--- src/rtl/cop_rf_pkg.sv ---
package cop_rf_pkg;

   typedef enum logic [2:0] {
      WK_PLAIN, WK_SEXT, WK_ZEXT, WK_PUSH, WK_COLOR, WK_LZC, WK_RO, WK_FLAG
   } wr_kind_e;

   localparam int unsigned IX_IR1   = 9;
   localparam int unsigned IX_IR2   = 10;
   localparam int unsigned IX_IR3   = 11;
   localparam int unsigned IX_SCR0  = 12;
   localparam int unsigned IX_SCR1  = 13;
   localparam int unsigned IX_SCR2  = 14;
   localparam int unsigned IX_SPUSH = 15;
   localparam int unsigned IX_CIN   = 28;
   localparam int unsigned IX_COUT  = 29;
   localparam int unsigned IX_LSRC  = 30;
   localparam int unsigned IX_LCNT  = 31;
   localparam int unsigned IX_STAT  = 63;

   function automatic wr_kind_e classify(input logic [5:0] a);
      case (a)
         6'd1, 6'd3, 6'd5, 6'd8, 6'd9, 6'd10, 6'd11,
         6'd36, 6'd44, 6'd52, 6'd58, 6'd59, 6'd61, 6'd62: classify = WK_SEXT;
         6'd7, 6'd16, 6'd17, 6'd18, 6'd19:               classify = WK_ZEXT;
         6'(IX_SPUSH):                                   classify = WK_PUSH;
         6'(IX_CIN):                                     classify = WK_COLOR;
         6'(IX_LSRC):                                    classify = WK_LZC;
         6'(IX_COUT), 6'(IX_LCNT):                       classify = WK_RO;
         6'(IX_STAT):                                    classify = WK_FLAG;
         default:                                        classify = WK_PLAIN;
      endcase
   endfunction

endpackage

--- src/rtl/cop_rf_lzc.sv ---
module cop_rf_lzc #(
   parameter int W     = 32,
   localparam int CNT_W = $clog2(W) + 1
) (
   input  logic [W-1:0]     value,
   output logic [CNT_W-1:0] count
);
   logic [W-1:0] norm;
   logic         found;

   always_comb begin
      norm  = value[W-1] ? ~value : value;
      count = CNT_W'(W);
      found = 1'b0;
      for (int i = W - 1; i >= 0; i--) begin
         if (!found && norm[i]) begin
            count = CNT_W'(W - 1 - i);
            found = 1'b1;
         end
      end
   end
endmodule

--- src/rtl/cop_rf_color.sv ---
module cop_rf_color #(
   parameter int DATA_W  = 32,
   parameter int HALF_W  = 16,
   parameter int CHAN_W  = 5,
   parameter int CHAN_SH = 7,
   parameter int NCH     = 3,
   localparam int PK_W   = NCH * CHAN_W
) (
   input  logic [PK_W-1:0]       packed_in,
   input  logic [NCH*DATA_W-1:0] chan_in,
   output logic [NCH*DATA_W-1:0] chan_out,
   output logic [PK_W-1:0]       packed_out
);
   if (CHAN_W + CHAN_SH > HALF_W) begin : g_bad_scale
      $error("cop_rf_color: scaled channel exceeds half word");
   end
   if (DATA_W <= CHAN_W + CHAN_SH) begin : g_bad_width
      $error("cop_rf_color: data width too small");
   end

   for (genvar c = 0; c < NCH; c++) begin : g_ch
      logic [CHAN_W-1:0] fin;
      logic [HALF_W-1:0] scaled;
      logic [DATA_W-1:0] ent;
      logic [DATA_W-1:0] quo;

      assign fin    = packed_in[c*CHAN_W +: CHAN_W];
      assign scaled = HALF_W'({fin, {CHAN_SH{1'b0}}});
      assign chan_out[c*DATA_W +: DATA_W] =
         {{(DATA_W-HALF_W){scaled[HALF_W-1]}}, scaled};

      assign ent = chan_in[c*DATA_W +: DATA_W];
      assign quo = ent >> CHAN_SH;

      always_comb begin
         if (ent[DATA_W-1])
            packed_out[c*CHAN_W +: CHAN_W] = '0;
         else if (|quo[DATA_W-1:CHAN_W])
            packed_out[c*CHAN_W +: CHAN_W] = '1;
         else
            packed_out[c*CHAN_W +: CHAN_W] = quo[CHAN_W-1:0];
      end
   end
endmodule

--- src/rtl/cop_rf_flag.sv ---
module cop_rf_flag #(
   parameter int              DATA_W   = 32,
   parameter int              FLAG_LO  = 12,
   parameter int              FLAG_HI  = 30,
   parameter logic [DATA_W-1:0] ERR_MASK = 32'h7F87E000
) (
   input  logic [DATA_W-1:0] raw,
   output logic [DATA_W-1:0] flag_out
);
   function automatic logic [DATA_W-1:0] span(input int lo, input int hi);
      span = '0;
      for (int i = lo; i <= hi; i++) span[i] = 1'b1;
   endfunction

   localparam logic [DATA_W-1:0] KEEP = span(FLAG_LO, FLAG_HI);

   if (FLAG_HI + 1 >= DATA_W) begin : g_bad_range
      $error("cop_rf_flag: no room for summary bit");
   end
   if ((ERR_MASK & ~KEEP) != '0) begin : g_bad_mask
      $error("cop_rf_flag: ERR_MASK outside kept range");
   end

   logic [DATA_W-1:0] kept;
   assign kept = raw & KEEP;

   always_comb begin
      flag_out = kept;
      flag_out[DATA_W-1] = |(kept & ERR_MASK);
   end
endmodule

--- src/rtl/cop_regfile.sv ---
module cop_regfile
   import cop_rf_pkg::*;
#(
   parameter int              ADDR_W   = 6,
   parameter int              DATA_W   = 32,
   parameter int              HALF_W   = 16,
   parameter int              CHAN_W   = 5,
   parameter int              CHAN_SH  = 7,
   parameter int              FLAG_LO  = 12,
   parameter int              FLAG_HI  = 30,
   parameter logic [DATA_W-1:0] ERR_MASK = 32'h7F87E000
) (
   input  logic              clk,
   input  logic              rst,
   input  logic              wr_en,
   input  logic [ADDR_W-1:0] wr_addr,
   input  logic [DATA_W-1:0] wr_data,
   input  logic [ADDR_W-1:0] rd_addr,
   output logic [DATA_W-1:0] rd_data
);
   localparam int DEPTH = 1 << ADDR_W;
   localparam int NCH   = 3;
   localparam int PK_W  = NCH * CHAN_W;
   localparam int CNT_W = $clog2(DATA_W) + 1;

   if (ADDR_W != 6) begin : g_bad_addr
      $error("cop_regfile: index map needs ADDR_W of 6");
   end
   if (DATA_W != 2 * HALF_W) begin : g_bad_data
      $error("cop_regfile: DATA_W must be twice HALF_W");
   end

   logic [DATA_W-1:0] mem [DEPTH];

   logic [CNT_W-1:0]      lzc_cnt;
   logic [NCH*DATA_W-1:0] unpacked;
   logic [PK_W-1:0]       packed_rd;
   logic [DATA_W-1:0]     flag_wr;
   logic [DATA_W-1:0]     rd_next;
   wr_kind_e              kind;

   cop_rf_lzc #(.W(DATA_W)) u_lzc (
      .value (wr_data),
      .count (lzc_cnt)
   );

   cop_rf_color #(
      .DATA_W (DATA_W), .HALF_W (HALF_W), .CHAN_W (CHAN_W),
      .CHAN_SH(CHAN_SH), .NCH (NCH)
   ) u_color (
      .packed_in  (wr_data[PK_W-1:0]),
      .chan_in    ({mem[IX_IR3], mem[IX_IR2], mem[IX_IR1]}),
      .chan_out   (unpacked),
      .packed_out (packed_rd)
   );

   cop_rf_flag #(
      .DATA_W (DATA_W), .FLAG_LO (FLAG_LO), .FLAG_HI (FLAG_HI),
      .ERR_MASK (ERR_MASK)
   ) u_flag (
      .raw      (wr_data),
      .flag_out (flag_wr)
   );

   assign kind = classify(wr_addr);

   always_comb begin
      case (rd_addr)
         ADDR_W'(IX_SPUSH):                   rd_next = mem[IX_SCR2];
         ADDR_W'(IX_CIN), ADDR_W'(IX_COUT):   rd_next = DATA_W'(packed_rd);
         default:                             rd_next = mem[rd_addr];
      endcase
   end

   always_ff @(posedge clk) begin
      if (rst) begin
         for (int i = 0; i < DEPTH; i++) mem[i] <= '0;
         rd_data <= '0;
      end else begin
         rd_data <= rd_next;
         if (wr_en) begin
            case (kind)
               WK_SEXT:
                  mem[wr_addr] <= {{HALF_W{wr_data[HALF_W-1]}}, wr_data[HALF_W-1:0]};
               WK_ZEXT:
                  mem[wr_addr] <= {{HALF_W{1'b0}}, wr_data[HALF_W-1:0]};
               WK_PUSH: begin
                  mem[IX_SCR0] <= mem[IX_SCR1];
                  mem[IX_SCR1] <= mem[IX_SCR2];
                  mem[IX_SCR2] <= wr_data;
               end
               WK_COLOR: begin
                  mem[IX_CIN] <= DATA_W'(wr_data[PK_W-1:0]);
                  mem[IX_IR1] <= unpacked[0*DATA_W +: DATA_W];
                  mem[IX_IR2] <= unpacked[1*DATA_W +: DATA_W];
                  mem[IX_IR3] <= unpacked[2*DATA_W +: DATA_W];
               end
               WK_LZC: begin
                  mem[IX_LSRC] <= wr_data;
                  mem[IX_LCNT] <= DATA_W'(lzc_cnt);
               end
               WK_RO: ;
               WK_FLAG:
                  mem[IX_STAT] <= flag_wr;
               WK_PLAIN:
                  mem[wr_addr] <= wr_data;
               default: ;
            endcase
         end
      end
   end
endmodule

--- config.mk ---
export PLATFORM = sky130hd
export DESIGN_NAME = cop_regfile
export DESIGN_NICKNAME = d
export VERILOG_FILES = /design/src/rtl/cop_rf_pkg.sv /design/src/rtl/cop_rf_lzc.sv /design/src/rtl/cop_rf_color.sv /design/src/rtl/cop_rf_flag.sv /design/src/rtl/cop_regfile.sv
export SDC_FILE = /design/constraint.sdc
export NUM_CORES = 2
export LEC_CHECK = 0
export ABC_AREA = 1
export BUFFER_PORTS_ARGS = -buffer_cell sky130_fd_sc_hd__buf_2
export CAP_MARGIN = 20
export CORE_UTILIZATION = 57
export DETAILED_ROUTE_END_ITERATION = 7
export PLACE_DENSITY = 0.76
export SYNTH_ARGS = -nofsm -noshare
export SYNTH_HDL_FRONTEND = slang
export SYNTH_SLANG_ARGS = --single-unit
export TNS_END_PERCENT = 50
--- constraint.sdc ---
create_clock -name clk -period 3.8 [get_ports clk]
set_input_delay 0.57 -clock clk [delete_from_list [all_inputs] [get_ports clk]]
set_output_delay 0.57 -clock clk [all_outputs]
set_load 0.03 [all_outputs]
**Yosys cells after proc, flatten, opt, wreduce, memory -nomap -nowiden**

Memory sizes are Yosys's and may differ from the RTL's.
Index checks and enable logic that the tools add are counted.

- Memories kept: 2
- Word-level logic and storage cells: 210
- Memory bits (writable): 2,048
- Bits in read-only memories: 192
- Bits in registers: 32
- Output and inout port bits: 32
- Bits in latches: 0

- Eq/ne operators: 9
- Muxes and demuxes: 116
- Bitwise gates (word level): 13
- $mul: 0
- Shift-type cells: 0
- $add $sub $neg: 0
- Order comparisons: 0
- Reduce and logical (&&, ||, !) cells: 69
- Div/mod/pow operators: 0

Memory list:

| memory | words | width | read ports | clocked after Yosys merged registers in | write ports | RTL line | text |
|---|---|---|---|---|---|---|---|
| mem | 64 | 32 | 6 | 0 | 64 | cop_regfile.sv:33 | `logic [DATA_W-1:0] mem [DEPTH];` |
| (no name shown) | 64 | 3 | 1 | 0 | 0 | cop_rf_pkg.sv:21 | `case (a)` |

Operators by type and width:

| operator | number |
|---|---|
| 2-to-1 mux 32 bit | 14 |
| 2-to-1 mux 6 bit | 33 |
| case mux 32 bit (2 select lines) | 1 |
| 2-to-1 mux 1 bit | 62 |
| OR reduction 20 bit | 3 |
| inverter 32 bit | 1 |
| OR reduction 32 bit | 1 |
| logical AND 1 bit | 31 |
| logical NOT 1 bit | 31 |
| 2-to-1 mux 5 bit | 6 |
| OR reduction 14 bit | 1 |
| equality test 6 x 5 -> 1 bit, second input constant | 2 |
| bitwise OR 1 bit | 12 |
| equality test 3 bit, second input constant | 3 |
| equality test 3 x 2 -> 1 bit, second input constant | 2 |
| equality test 6 x 4 -> 1 bit, second input constant | 1 |
| equality test 3 x 1 -> 1 bit, second input constant | 1 |
| logical NOT 3 bit | 1 |
| OR reduction 2 bit | 1 |

**Depth between registers and ports, before layout**

- Depth in word-level cells: 97
- Mapped depth: 24

**Modules after synthesis**

Synthesis repeated with hierarchy kept, for this count alone.

- Cell total of the unflattened synthesis: 11,418
- Area, all modules: 100,108.5 sq um

By module, submodules not included:

| module | cells each | instances | area an instance (sq um) |
|---|---|---|---|
| cop_regfile | 11,014 | 1 | 97,681.2 |
| cop_rf_color | 181 | 1 | 1,088.5 |
| cop_rf_lzc | 178 | 1 | 1,051.0 |
| cop_rf_flag | 45 | 1 | 287.8 |

**Least setup slack after synthesis**

Ideal clock, no wire load.

- Path kind: input to register
- From: input port wr_addr[0]
- To: memory mem[7][0], enable pin
- Required time: 3.411 ns
- Setup slack: -0.105 ns
- Data arrival time: 3.515 ns
- Setup time: 0.389 ns
- Stages on the path: 11
- Cell sequence: buf_2 -> nor3_2 -> o31ai_1 -> nand3_2 -> nor2_2 -> nor2_8 -> inv_2 -> nor4_4 -> nand2_4 -> buf_2 -> nand2_1

RTL lines:

| item | RTL line | text |
|---|---|---|
| start: declaration | cop_regfile.sv:16 | `input logic [ADDR_W-1:0] wr_addr,` |
| end: declaration | cop_regfile.sv:33 |  |

**Final worst setup path**

- From: input port rd_addr[1]
- To: register rd_data[30]

- Longest elaborated chain between the ends: 3

RTL lines:

| item | RTL line | text |
|---|---|---|
| start: declaration | cop_regfile.sv:18 | `input logic [ADDR_W-1:0] rd_addr,` |
| branches (longest 2 deep; another with memory (64 x 32 bit)) | - |  |
| case mux 32 bit (2 select lines) * | cop_regfile.sv:68 | `case (rd_addr)` |
| end signal: assignment | cop_regfile.sv:80 | `rd_data <= rd_next;` |
| end: declaration | cop_regfile.sv:19 | `output logic [DATA_W-1:0] rd_data` |

Every way passes the cells marked *.
A chain may end at the register's enable or synchronous reset.

==> results.yml <==
sta:
  finalCritPeriodShare_pct: 75.8
  hold_viol: 0
  worst_slew_pin_slew_ns: 1.20
  relSlewSlack_pct: 20.1
  fin_skew_ns: 0.0324
  hold_ws_ns: 0.148
  drv_slew: 0
  setup_violations: 0
  min_period_ns: 2.88
  max_freq_ghz: 0.347
  grt_setup_unrepaired: "false"
pwr:
  swShare_pct: 25.4
  switching_power_uw: 13100
  powerDensity_mw_per_mm2: 500
  peakVddDrop_mv: 0.462
  p_leak_uw: 0.0372
  combPwrFrac_pct: 9.9
  p_int_uw: 38500
  seqPwrFrac_pct: 51.8
  clkPwrFrac_pct: 38.3
yosys:
  yosysWarnings: 0
  synth_flop_cell: "edfxtp_1"
  synthTopCellsByCount: "2,774 x nor2_1, 2,005 x edfxtp_1, 1,068 x o21ai_0, 748 x clkbuf_1, 425 x nand2_1"
  synth_cell_types: 55
  synth.most_common_cell: "nor2_1"
  synth-edff-count: 2005
  synth.largest_area_cell: "edfxtp_1"
  ys_seq_area_share_pct: 67.7
  synth_top_area_share_pct: 66.0
  ys_async_sr_fraction_pct: 0
  synth.avg_cell_area_um2: 10.6
  synthTopCellsByArea: "edfxtp_1 66%, nor2_1 11%, o21ai_0 5.9%"
  ys_ff_latch: 2080
  synth_area_mm2: 0.0912
  netlist_instances: 8615
die:
  dieArea_mm2: 0.162
  coreArea_mm2: 0.159
  pin_count: 79
  rows: 146
  start_util_pct: 57.5
  dieHeight_um: 402
  die_w_um: 402
route:
  finalWirelength_um: 309000
  drc: 0
  ant_nets: 0
  wl_per_cell_um: 28.3
  via_per_inst: 6.57
  drt-initial-drc-count: 12400
  first_pass_iters: 7
  vias: 71900
clock_network:
  cts_tree: "done"
  hold_buffers: 0
  cts_sinks: 2080
  ctsHtreeMaxLevel: 4
  clkTransAtPathRegs_ns: 0.06
  root_buffer: "clkbuf_16"
  clock_latency_ns: 0.86
  cts_made_buffers: 205
  post-cts-setup-buffers: 0
  clock_path_buffers: 3
  cts_repair_resize_count: 0
job:
  maxCapViolCount: 0
grt:
  grt_pass1_wl_um: 444000
  grt_use_total_pct: 37.6
  grt_pass1_vias: 66900
  antenna_found_initial: 11
  grt_max_degree: 94
  overflow: 0
worst_hold_path:
  hold_start: "wr_data[28]"
  min_path_type: "in -> reg"
cells_and_area:
  final_nets: 8737
  multi_input_area_mm2: 0.0261
  final_util_pct: 65.0
  area_growth_pct: 13.1
  seqCellArea_mm2: 0.0617
  drive_gt1_share_pct: 10.2
  fillerInstances: 11700
worst_setup_path:
  start_kind: "input port"
  reg2reg_from: "mem[9][29]$_SDFFCE_PN0P_"
  cp.arrival_ns: 3.69
  critPathLaunch: "rd_addr[1]"
  crit_required_ns: 4.61
  end_kind: "register"
  path_class: "in -> reg"
  critPathMaxFanout: 50
place:
  hpwl_um: 188000
  gp_congestion: 1.02
  io_buffers: 78
run_status:
  status: "completed"
-- metrics by stage --
stage	instances	total power (uW)	area, um^2	TNS (ns)	setup WS (ns)
after floorplan	8770	29500	91800	-7.77	-0.0607
after detailed placement	10600	32000	96700	0	0.230
after global placement	10600	31900	96700	0	0.229
final	10900	51500	103000	0	0.920
after CTS	10900	51300	103000	0	1.09
after global routing	10900	52500	103000	0	0.734
-- cell type report --
class	count	share of cell area (%)
diodes	7	0.0170
well taps	2072	2.51
clock buffers	285	5.44
flip-flops and latches	2080	59.8
repair buffers	522	5.17
clock inverters	96	0.826
multi-input cells	5645	25.3
inverters	236	0.887
-- worst max-delay path, cell delays in order --
cell	delay, ns
buf_8	0.19
inv_8	0.20
buf_12	0.27
buf_4	0.27
buf_4	0.23
o21ai_0	0.13
o221ai_1	0.21
nand3_1	0.25
a31oi_1	0.36
a311o_1	0.16
nand2_1	0.12
a21oi_1	0.38
buf_4	0.19
-- flip-flops by register name, indices dropped and copies added, names as in the netlist --
register and flops:
rd_data 32, mem 2048
-- metal layers --
metal  global-route usage (%)  wire length, um  up-vias
met3                     9.82            44400     1104
met4                     27.4            26600        8
met1                     48.9           104000    34500
met2                     54.5           134000     5922
met5                    0.833              237        -
li1                         -                -    30400
-- logic make-up (layout without fill, tap and decap cells) --
family	count (synthesis)	count (layout)	synth area share, %
AOI/OAI and AO/OA	1970	1970	12.6
xor gates and xnor gates	28	28	0.277
buffers and inverters	1045	1139	4.36
DFF	2080	2080	67.7
muxes	3	3	0.0329
other	1	163	0.00411
and+or+nand+nor	3488	3488	15.0
-- layout by cell type (no fill, tap or decap), drive strengths merged, types with 156 or more instances in the layout --
master  count
o21ai    1070
conb      156
o22ai     344
buf       522
edfxtp   2005
clkbuf    285
nor2     2789
inv       240
nand3     204
a21oi     197
o221ai    199
nand2     435
-- path summary, 6_finish.rpt --
kind / endpoint / slack [ns] / cells past startpoint
min: mem[30][28]$_DFFE_PP_ / 0.15 / 3
min reg2reg: mem[31][7]$_SDFFE_PP0P_ / 0.43 / 2
max reg2reg: rd_data[0]$_SDFF_PP0_ / 1.09 / 6
max: rd_data[30]$_SDFF_PP0_ / 0.92 / 13
-- power by group through the flow --
stage | combinational, uW | clock (uW) | sequential [uW]
4_1_cts | 4890 | 19700 | 26700
6_report | 5120 | 19700 | 26700
3_5_place_dp | 4860 | 0 | 27200
5_1_grt | 5230 | 20500 | 26800
3_3_place_gp | 4790 | 0 | 27100
2_1_floorplan | 2430 | 0 | 27100
No activity file was read; power rests on OpenSTA's default activity.
